==> config.mk <==
export PLATFORM = sky130hd
export DESIGN_NAME = idxreg_port
export DESIGN_NICKNAME = d
export VERILOG_FILES = /design/src/rtl/idxreg_pkg.sv /design/src/rtl/idxreg_store.sv /design/src/rtl/idxreg_ctrl.sv /design/src/rtl/idxreg_status.sv /design/src/rtl/idxreg_port.sv
export SDC_FILE = /design/constraint.sdc
export NUM_CORES = 2
export LEC_CHECK = 0
export ABC_CLOCK_PERIOD_IN_PS = 2900
export BUFFER_PORTS_ARGS = -buffer_cell sky130_fd_sc_hd__buf_4
export CAP_MARGIN = 30
export CORE_ASPECT_RATIO = 0.9
export CORE_MARGIN = 2
export CORE_UTILIZATION = 31
export CTS_BUF_LIST = sky130_fd_sc_hd__clkbuf_16
export DETAILED_ROUTE_END_ITERATION = 12
export GPL_ROUTABILITY_DRIVEN = 1
export GPL_TIMING_DRIVEN = 0
export PLACE_DENSITY_LB_ADDON = 0.08
export SYNTH_ARGS = -nofsm -noshare
export SYNTH_HDL_FRONTEND = slang
export SYNTH_SLANG_ARGS = --single-unit
==> constraint.sdc <==
create_clock -name clk -period 2.9 [get_ports clk]
set_input_delay 0 -clock clk [delete_from_list [all_inputs] [get_ports clk]]
set_output_delay 0 -clock clk [all_outputs]
set_load 0.005 [all_outputs]
==> src/rtl/idxreg_pkg.sv <==
package idxreg_pkg;
   localparam int FLAG_N   = 3;
   localparam int FLAG_LSB = 4;
   localparam int REQ_BIT  = 7;
   localparam int UIP_BIT  = 7;
   localparam logic [7:0] PWR_A = 8'h26;
   localparam logic [7:0] PWR_B = 8'h02;
   localparam logic [7:0] PWR_D = 8'h80;
   // enables removed by soft clear: periodic, alarm, square wave
   localparam logic [7:0] B_CLR_MASK = 8'h68;

   typedef logic [FLAG_N-1:0] flag_vec_t;   // {periodic, alarm, update}

   typedef enum logic [2:0] {
      SEL_A,
      SEL_B,
      SEL_C,
      SEL_D,
      SEL_MEM
   } reg_sel_t;
endpackage

==> src/rtl/idxreg_store.sv <==
module idxreg_store #(
   parameter int DW    = 8,
   parameter int IDX_W = 7
) (
   input  logic             clk,
   input  logic             rst_n,
   input  logic             wr_en,
   input  logic [IDX_W-1:0] idx,
   input  logic [DW-1:0]    wdata,
   output logic [DW-1:0]    rd_val
);
   localparam int DEPTH = 1 << IDX_W;

   logic [DW-1:0] mem [DEPTH];

   always_ff @(posedge clk or negedge rst_n) begin
      if (!rst_n) begin
         for (int i = 0; i < DEPTH; i++) mem[i] <= '0;
      end else if (wr_en) begin
         mem[idx] <= wdata;
      end
   end

   assign rd_val = mem[idx];
endmodule

==> src/rtl/idxreg_ctrl.sv <==
module idxreg_ctrl
   import idxreg_pkg::*;
#(
   parameter int DW = 8
) (
   input  logic          clk,
   input  logic          rst_n,
   input  logic          soft_clr,
   input  logic          wr_a,
   input  logic          wr_b,
   input  logic [DW-1:0] wdata,
   input  logic          uip_in,
   output logic [DW-1:0] reg_a,
   output logic [DW-1:0] reg_b,
   output logic [DW-1:0] reg_d
);
   logic          uip_q;
   logic [DW-2:0] a_low_q;
   logic [DW-1:0] b_q;

   always_ff @(posedge clk or negedge rst_n) begin
      if (!rst_n) begin
         uip_q   <= PWR_A[UIP_BIT];
         a_low_q <= PWR_A[DW-2:0];
         b_q     <= PWR_B;
      end else begin
         uip_q <= uip_in;
         if (wr_a) a_low_q <= wdata[DW-2:0];
         if (soft_clr)  b_q <= b_q & ~B_CLR_MASK;
         else if (wr_b) b_q <= wdata;
      end
   end

   assign reg_a = {uip_q, a_low_q};
   assign reg_b = b_q;
   assign reg_d = PWR_D;
endmodule

==> src/rtl/idxreg_status.sv <==
module idxreg_status
   import idxreg_pkg::*;
#(
   parameter int DW = 8
) (
   input  logic          clk,
   input  logic          rst_n,
   input  logic          soft_clr,
   input  logic          rd_c,
   input  logic          wr_b,
   input  logic [DW-1:0] wdata,
   input  flag_vec_t     enables,
   input  flag_vec_t     evt,
   output logic [DW-1:0] reg_c,
   output logic          irq
);
   localparam int FLAG_MSB = FLAG_LSB + FLAG_N - 1;

   flag_vec_t flags_q, base_f, fresh, flags_d;
   logic      req_q, base_r, req_d;

   always_comb begin
      base_f  = rd_c ? '0 : flags_q;
      base_r  = rd_c ? 1'b0 : req_q;
      fresh   = evt & ~base_f;
      flags_d = base_f | evt;
      if (wr_b) req_d = |(wdata[FLAG_MSB:FLAG_LSB] & flags_d);
      else      req_d = base_r | (|(fresh & enables));
   end

   always_ff @(posedge clk or negedge rst_n) begin
      if (!rst_n) begin
         flags_q <= '0;
         req_q   <= 1'b0;
      end else if (soft_clr) begin
         flags_q <= '0;
         req_q   <= 1'b0;
      end else begin
         flags_q <= flags_d;
         req_q   <= req_d;
      end
   end

   always_comb begin
      reg_c                    = '0;
      reg_c[REQ_BIT]           = req_q;
      reg_c[FLAG_MSB:FLAG_LSB] = flags_q;
   end

   assign irq = req_q;
endmodule

==> src/rtl/idxreg_port.sv <==
module idxreg_port
   import idxreg_pkg::*;
#(
   parameter int DW    = 8,
   parameter int IDX_W = 7,
   parameter int A_IDX = 10
) (
   input  logic          clk,
   input  logic          rst_n,
   input  logic          soft_clr,
   input  logic          wr_stb,
   input  logic          rd_stb,
   input  logic          bus_addr,
   input  logic [DW-1:0] bus_wdata,
   output logic [DW-1:0] bus_rdata,
   input  logic          uip_in,
   input  logic          evt_update,
   input  logic          evt_alarm,
   input  logic          evt_periodic,
   output logic          irq
);
   localparam int DEPTH = 1 << IDX_W;
   localparam logic [IDX_W-1:0] IX_A = IDX_W'(A_IDX);
   localparam logic [IDX_W-1:0] IX_B = IDX_W'(A_IDX + 1);
   localparam logic [IDX_W-1:0] IX_C = IDX_W'(A_IDX + 2);
   localparam logic [IDX_W-1:0] IX_D = IDX_W'(A_IDX + 3);

   generate
      if (DW != 8) begin : g_bad_dw
         $error("idxreg_port: register bit layout needs DW == 8");
      end
      if (IDX_W < 3 || IDX_W > DW - 1) begin : g_bad_idx
         $error("idxreg_port: IDX_W must lie in 3..DW-1");
      end
      if (A_IDX < 0 || A_IDX + 3 >= DEPTH) begin : g_bad_base
         $error("idxreg_port: control registers fall outside the index space");
      end
   endgenerate

   logic [IDX_W-1:0] idx_q;
   logic             dat_wr, dat_rd;
   reg_sel_t         sel;
   logic [DW-1:0]    reg_a, reg_b, reg_c, reg_d, mem_val, rd_mux, rdata_q;
   flag_vec_t        evt_vec;

   assign dat_wr  = wr_stb & bus_addr;
   assign dat_rd  = rd_stb & bus_addr;
   assign evt_vec = {evt_periodic, evt_alarm, evt_update};

   always_ff @(posedge clk or negedge rst_n) begin
      if (!rst_n)                    idx_q <= '0;
      else if (wr_stb && !bus_addr)  idx_q <= bus_wdata[IDX_W-1:0];
   end

   always_comb begin
      unique case (idx_q)
         IX_A:    sel = SEL_A;
         IX_B:    sel = SEL_B;
         IX_C:    sel = SEL_C;
         IX_D:    sel = SEL_D;
         default: sel = SEL_MEM;
      endcase
   end

   idxreg_store #(.DW(DW), .IDX_W(IDX_W)) u_store (
      .clk    (clk),
      .rst_n  (rst_n),
      .wr_en  (dat_wr && sel == SEL_MEM),
      .idx    (idx_q),
      .wdata  (bus_wdata),
      .rd_val (mem_val)
   );

   idxreg_ctrl #(.DW(DW)) u_ctrl (
      .clk      (clk),
      .rst_n    (rst_n),
      .soft_clr (soft_clr),
      .wr_a     (dat_wr && sel == SEL_A),
      .wr_b     (dat_wr && sel == SEL_B),
      .wdata    (bus_wdata),
      .uip_in   (uip_in),
      .reg_a    (reg_a),
      .reg_b    (reg_b),
      .reg_d    (reg_d)
   );

   idxreg_status #(.DW(DW)) u_stat (
      .clk      (clk),
      .rst_n    (rst_n),
      .soft_clr (soft_clr),
      .rd_c     (dat_rd && sel == SEL_C),
      .wr_b     (dat_wr && sel == SEL_B),
      .wdata    (bus_wdata),
      .enables  (reg_b[FLAG_LSB+FLAG_N-1:FLAG_LSB]),
      .evt      (evt_vec),
      .reg_c    (reg_c),
      .irq      (irq)
   );

   always_comb begin
      unique case (sel)
         SEL_A:   rd_mux = reg_a;
         SEL_B:   rd_mux = reg_b;
         SEL_C:   rd_mux = reg_c;
         SEL_D:   rd_mux = reg_d;
         default: rd_mux = mem_val;
      endcase
   end

   always_ff @(posedge clk or negedge rst_n) begin
      if (!rst_n)      rdata_q <= '0;
      else if (rd_stb) rdata_q <= bus_addr ? rd_mux : '1;
   end

   assign bus_rdata = rdata_q;
endmodule

## After elaboration in Yosys (flattened, before gate mapping)

Index checks and enable logic that the tools add are counted.

| word-level totals | value |
|---|---|
| bits in registers | 1059 |

| operators by class | value |
|---|---|
| eq/ne operators | 8 |
| multiplexer cells | 16 |
| $lt $le $gt $ge | 2 |
| reductions and logical operators | 12 |
| bitwise operators | 10 |

Operators with widths:

| kind | count |
|---|---|
| bitwise mux 1024 bit | 1 |
| binary-select mux 8 bit (select 7 bit) | 1 |
| demux 8 bit (select 7 bit) | 1 |
| two-way mux 8 bit | 4 |
| case mux 8 bit (4 select lines) | 1 |
| == test 7 x 4 -> 1 bit, second input constant | 4 |
| two-way mux 7 bit | 2 |
| case mux 3 bit (4 select lines) | 1 |
| AND 3 bit | 3 |
| >= comparator 8 bit, second input constant | 1 |
| < comparator 8 x 1 -> 1 bit, second input constant | 1 |
| NOT 7 -> 8 bit | 1 |
| == test 3 x 2 -> 1 bit, second input constant | 2 |
| logical AND 1 bit | 6 |
| two-way mux 3 bit | 2 |
| OR reduction 3 bit | 2 |
| == test 3 x 1 -> 1 bit, second input constant | 1 |
| == test 3 bit, second input constant | 1 |
| zero test 3 bit | 1 |
| two-way mux 1 bit | 3 |
| NOT 3 bit | 1 |
| bitwise OR 3 bit | 1 |
| AND 1 bit | 2 |
| AND reduction 2 bit | 1 |
| 4 further kinds | 4 |

## Logic depth before layout (Yosys ltp)

| logic depth | value |
|---|---|
| word-level depth | 12 |
| depth in mapped cells | 10 |
| depth with buffers taken out | 6 |

## Hierarchy

From an unflattened synthesis, not the netlist that was laid out.

| second synthesis, totals | value |
|---|---|
| cell total of the unflattened synthesis | 3709 |
| area total of the unflattened synthesis | 49399.9 um2 |

By module, submodules not included:

| module | cells an instance | instances | area each (um2) |
|---|---|---|---|
| idxreg_store | 3506 | 1 | 47225.3 |
| idxreg_port | 123 | 1 | 1208.7 |
| idxreg_ctrl | 47 | 1 | 690.7 |
| idxreg_status | 33 | 1 | 275.3 |

## Least setup slack after synthesis

OpenSTA, ideal clock, no wires.

| path | value |
|---|---|
| path kind | reg2reg |
| start point | register idx_q[0] |
| end point | register rdata_q[4], in the netlist bus_rdata[4] |
| data required time | 2768 ps |
| path buffers | 2 |
| period minus slack after synthesis | 2168 ps |
| data arrival time | 2036 ps |
| setup slack | 732 ps |
| library setup time | 132 ps |
| cell stages (with the launch flop) | 9 |
| path through | dfrtp_1 buf_6 buf_6 mux4_2 mux2_2 a221oi_1 o221ai_1 o21ai_0 o22ai_1 |

| on the way | value |
|---|---|
| longest elaborated chain between the ends | 6 |
| elaborated cells on any way between the ends | 15 |
| those cells by class | eq/ne (7); mux (6); bitwise (1); reduce/logical (1) |

Ends and longest elaborated chain:

| item | line | source |
|---|---|---|
| start: declaration | idxreg_port.sv:40 | `logic [IDX_W-1:0] idx_q;` |
| start signal: assignment | idxreg_port.sv:52 | `else if (wr_stb && !bus_addr) idx_q <= bus_wdata[IDX_W-1:0];` |
| NOT 7 -> 8 bit (implied by the code) | idxreg_store.sv:24 | `assign rd_val = mem[idx];` |
| binary-select mux 8 bit (select 7 bit) | idxreg_store.sv:24 |  |
| two-way mux 8 bit (implied by the code) (2 in series) | idxreg_store.sv:24 |  |
| case mux 8 bit (4 select lines) * | idxreg_port.sv:101 | `unique case (sel)` |
| two-way mux 8 bit * | idxreg_port.sv:112 | `else if (rd_stb) rdata_q <= bus_addr ? rd_mux : '1;` |
| end signal: assignment | idxreg_port.sv:112 |  |
| end: declaration | idxreg_port.sv:43 | `logic [DW-1:0] reg_a, reg_b, reg_c, reg_d, mem_val, rd_mux, rdata_q;` |

Mark *: on every way between the ends. The rest lies on a longest branch, timed or not. The select of a mux whose other input is x is not followed.
A chain may end at the register's enable or synchronous reset.

## Worst setup path in the final report

| path | value |
|---|---|
| start point | register idx_q[3] |
| end point | register u_store.mem[743] (netlist name) |

| on the way | value |
|---|---|
| longest elaborated chain between the ends | 6 |
| elaborated cells on any way between the ends | 14 |
| those cells by class | order compare (2); eq/ne (5); mux (4); bitwise (1); reduce/logical (2) |

Ends and longest elaborated chain:

| item | line | source |
|---|---|---|
| NOT 7 -> 8 bit (implied by the code) | idxreg_store.sv:20 | `mem[idx] <= wdata;` |
| >= comparator 8 bit (implied by the code) or < comparator 8 x 1 -> 1 bit (tied branches) | idxreg_store.sv:20 |  |
| logical AND 1 bit (implied by the code) | idxreg_store.sv:20 |  |
| two-way mux 8 bit (implied by the code) | idxreg_store.sv:20 |  |
| demux 8 bit (select 7 bit) | idxreg_store.sv:20 |  |
| bitwise mux 1024 bit | idxreg_store.sv:20 |  |
| end signal: indexed assignment | idxreg_store.sv:20 |  |
| end: declaration | idxreg_store.sv:14 | `logic [DW-1:0] mem [DEPTH];` |

Several ways; a longest one is shown, not always the timed one.

==> impl_results.md <==
- Failing checks: negative setup slack
- R2R Path End: u_store.mem[743]$_DFFE_PN0P_
- Non-Filler Instances: 5770
- CTS tree: yes
- Hold path startpoint: bus_wdata[4]
- Gp weighted congestion: 0.873
- Number of H-tree levels: 3
- Remaining antenna violation count: 0
- CP Class: reg2reg
- Slowest CP cell: nor2_2
- Max-Cap Viols: 0
- Hold Crit Class: in2reg
- I/O pin cnt: 27
- Drt drc: 0
- YS warnings: 0
- Unrepaired setup endpoints after global routing: yes
- Worst-Skew Late Latency: 0.77 ns
- Total Wirelength: 192000 microns
- GR Util All Layers: 0.238
- Root Buffer: clkbuf_16
- CTS Buf Count: 121
- Netlist Area Pre-Place: 48900 sq um
- Final number of setup-violating endpoints: 37
- FMAX: 0.337 GHz
- Distinct cells, synth: 61
- Clock Pin Slew Worst Setup and Hold Paths: 0.07 ns
- # fillers: 15.1k
- Seq/Total Area, Yosys: 0.542
- Req. time, crit path: 3.55 ns
- Overall Power: 38.3 mW
- Number of clock sinks: 1059
- Core box area: 157000 sq um
- Launching point of the worst reg2reg path: idx_q[3]$_DFFE_PN0P_
- Num rows: 138
- Yosys reg bits: 1059
- Setup WS post-layout: -0.0639 ns
- Initial antenna violation count: 12
- DP HPWL: 135000 microns
- Hold endpoint: idx_q[4]$_DFFE_PN0P_
- Post-layout min period: 2.96 ns
- Area added between synthesis and finish: 18.0%
- IO buf count: 17
- Outcome: complete, but fails checks
- Crit. End Element: register
- Max-slew violations: 0
- DRT Pass-1 Iters: 7
- Slew HR: 0.308
- Initial cell density of the core: 0.312
- Final #Nets: 3587
- Vias in the first global route: 31.6k
- Ys flop type: dfrtp_1
- Worst reg-to-reg setup slack: -0.06 ns
- Worst-Margin Slew: 1.04 ns
- Syn avg cell area: 14.6 sq um
- Total negative slack: -1.38 ns
- Die area: 161000 sq um
- Pwr/cell area: 664 nW/um^2
- Share of layout cells above drive strength 1: 0.433
- Post-synth EDFFs: 0
- Asr flop ratio synth: 1.00
- Worst stage delay on the critical path: 0.54 ns
- Hold Fails Final Rpt: 0
- Largest net degree at the start of global routing: 159
- Longest Clk Path Bufs: 3
- Reg2Reg Depth: 7
- Syn Inst Count: 3361
- First-pass GRT wire length: 269000 microns
- DR iter-0 viols: 2380
- Final Skew: 0.0480 ns
- Peak supply drop: 0.000512 V
- Syn_nets: 3379
- Inst Count DP: 5502
- Worst hold stages: 2
- Via count: 30.7k
- Routed WL per cell: 33.3 microns
- WP data arrival: 3.61 ns
- Leakage: 26.6 nW
- Crit path max fanout: 10
- DIE HEIGHT: 381 microns
- Critical-path cell list: buf_2 -> buf_4 -> nor2_1 -> clkbuf_4 -> nand2_2 -> nor2_2 -> mux2_2
- Die X: 423 microns
- Worst setup SP type: register
- Overflow after GRT: 0
- Vias per cell: 5.33
- Post-route clock period utilization: 1.02
## what timing repair did
item | 4_1_cts | 5_1_grt
hold buffers | 17 | 0
setup endpoints to repair | 418 | 533
gates cloned | 0 | 1
endpoints found under the hold margin | 736 | 0
pin swaps | 18 | 28
buffers inserted | 13 | 23
gates resized for setup | 229 | 100
## area by class of cell
| class | count | area, sq um | area share |
|---|---|---|---|
| Sequential cell | 1059 | 26500 | 0.459 |
| Antenna cell | 6 | 15.0 | 0.000260 |
| Tap cell | 2100 | 2630 | 0.0455 |
| Multi-Input combinational cell | 2018 | 21900 | 0.380 |
| Buffer | 270 | 1750 | 0.0303 |
| Clock inverter | 97 | 604 | 0.0105 |
| Clock buffer | 121 | 3030 | 0.0524 |
| Inverter | 3 | 11.3 | 0.000195 |
| Timing Repair Buffer | 96 | 1280 | 0.0221 |
## sequential cells by signal, indices dropped and copies added (netlist names)
register and flops:
u_stat.flags_q 3, idx_q 7, u_stat.irq 1, u_ctrl.uip_q 1
u_ctrl.reg_b 8, bus_rdata 8, u_store.mem 1024, u_ctrl.a_low_q 7
## worst max-delay path by stage
stage | slack [ns] | cells after the start | startpoint | end
floorplan | 0.73 | 8 | idx_q[0]$_DFFE_PN0P_ | bus_rdata[4]$_DFFE_PN0P_
global placement | -12.30 | 1 | rst_n | u_store.mem[536]$_DFFE_PN0P_
detailed placement | -1.15 | 9 | idx_q[3]$_DFFE_PN0P_ | bus_rdata[5]$_DFFE_PN0P_
CTS | -0.20 | 8 | idx_q[1]$_DFFE_PN0P_ | u_store.mem[49]$_DFFE_PN0P_
global route | -0.12 | 7 | idx_q[3]$_DFFE_PN0P_ | u_store.mem[743]$_DFFE_PN0P_
finish | -0.06 | 7 | idx_q[3]$_DFFE_PN0P_ | u_store.mem[743]$_DFFE_PN0P_
## placed cells by master, fill, tap and decap left out, types with 14 or more instances in the layout
master         Yosys  routed
dfrtp_1         1055    1054
o22ai_1          149     144
clkbuf_2           0      20
mux2i_1          335     296
mux4_2           107     107
clkbuf_16          0     122
dlygate4sd3_1      0      16
nor2_2            55      32
buf_4             19      60
buf_8              0      26
nor2_1            30      21
buf_6              8      39
nor4_1            28      14
mux2_1           160     160
nand3_1           19      18
nand2_2           12      17
nand2_1           27      21
clkinv_2           0      15
a22oi_1           31      29
clkinv_1           0      42
mux2i_2            0      30
o21ai_0           25      22
buf_2             72      18
clkbuf_1         170     138
inv_1              2      29
mux2_2           855     855
buf_12             0      23
nor2_4            61      93
## metal layers
layer  global-route usage  up-vias  wire [microns]
li1                     -    12900               -
met1                0.356    16800           92500
met2                0.363      784           85300
met3               0.0301      231            8690
met4               0.0599        0            5630
met5                    0        -               0
## synthesized netlist by cell type (all sizes together), types with 26 or more instances
cell	number	area [sq um]
dfrtp	1055	26400
mux2	1015	11400
mux2i	335	3350
clkbuf	170	638
o22ai	149	932
nor2	146	1140
buf	111	638
mux4	107	2410
nand2	41	199
a22oi	31	233
nand3	31	230
nor4	29	188
o21ai	26	130
## cell families (layout without fill, tap and decap cells)
kind of cell / Yosys count / after routing / share of synthesized area
multiplexers: 1457 / 1457 / 0.351
flip-flops: 1059 / 1059 / 0.542
AND/OR/NAND/NOR: 301 / 301 / 0.0459
buffers and inverters: 284 / 587 / 0.0263
AO/OA/AOI/OAI: 260 / 260 / 0.0347
other: 0 / 6 / 0
## through the flow
stage | cell area [sq um] | util | setup slack (ns) | hold WS, ns
global route | 57700 | 0.368 | -0.119 | 0.0251
floorplan | 48900 | - | 0.732 | -0.296
CTS | 57000 | 0.363 | -0.205 | 0.0115
finish | 57700 | 0.368 | -0.0639 | 0.0714
global placement | 51700 | 0.329 | -12.30 | 0.110
detailed placement | 52200 | 0.332 | -1.15 | -0.0873
## worst max-delay path: cells and delay by family, from the launching register on
family / cells / cell delay (ns)
buffers and inverters: 3 / 0.81
AND/OR/NAND/NOR: 3 / 1.18
flip-flops: 1 / 0.43
multiplexers: 1 / 0.40
## power breakdown
group          internal [mW]  switching (mW)  total, mW
Sequential              16.2           0.769       17.0
Clock                   8.02            6.55       14.6
Combinational           2.69            4.06       6.75
(Power assumes the default switching activity.)
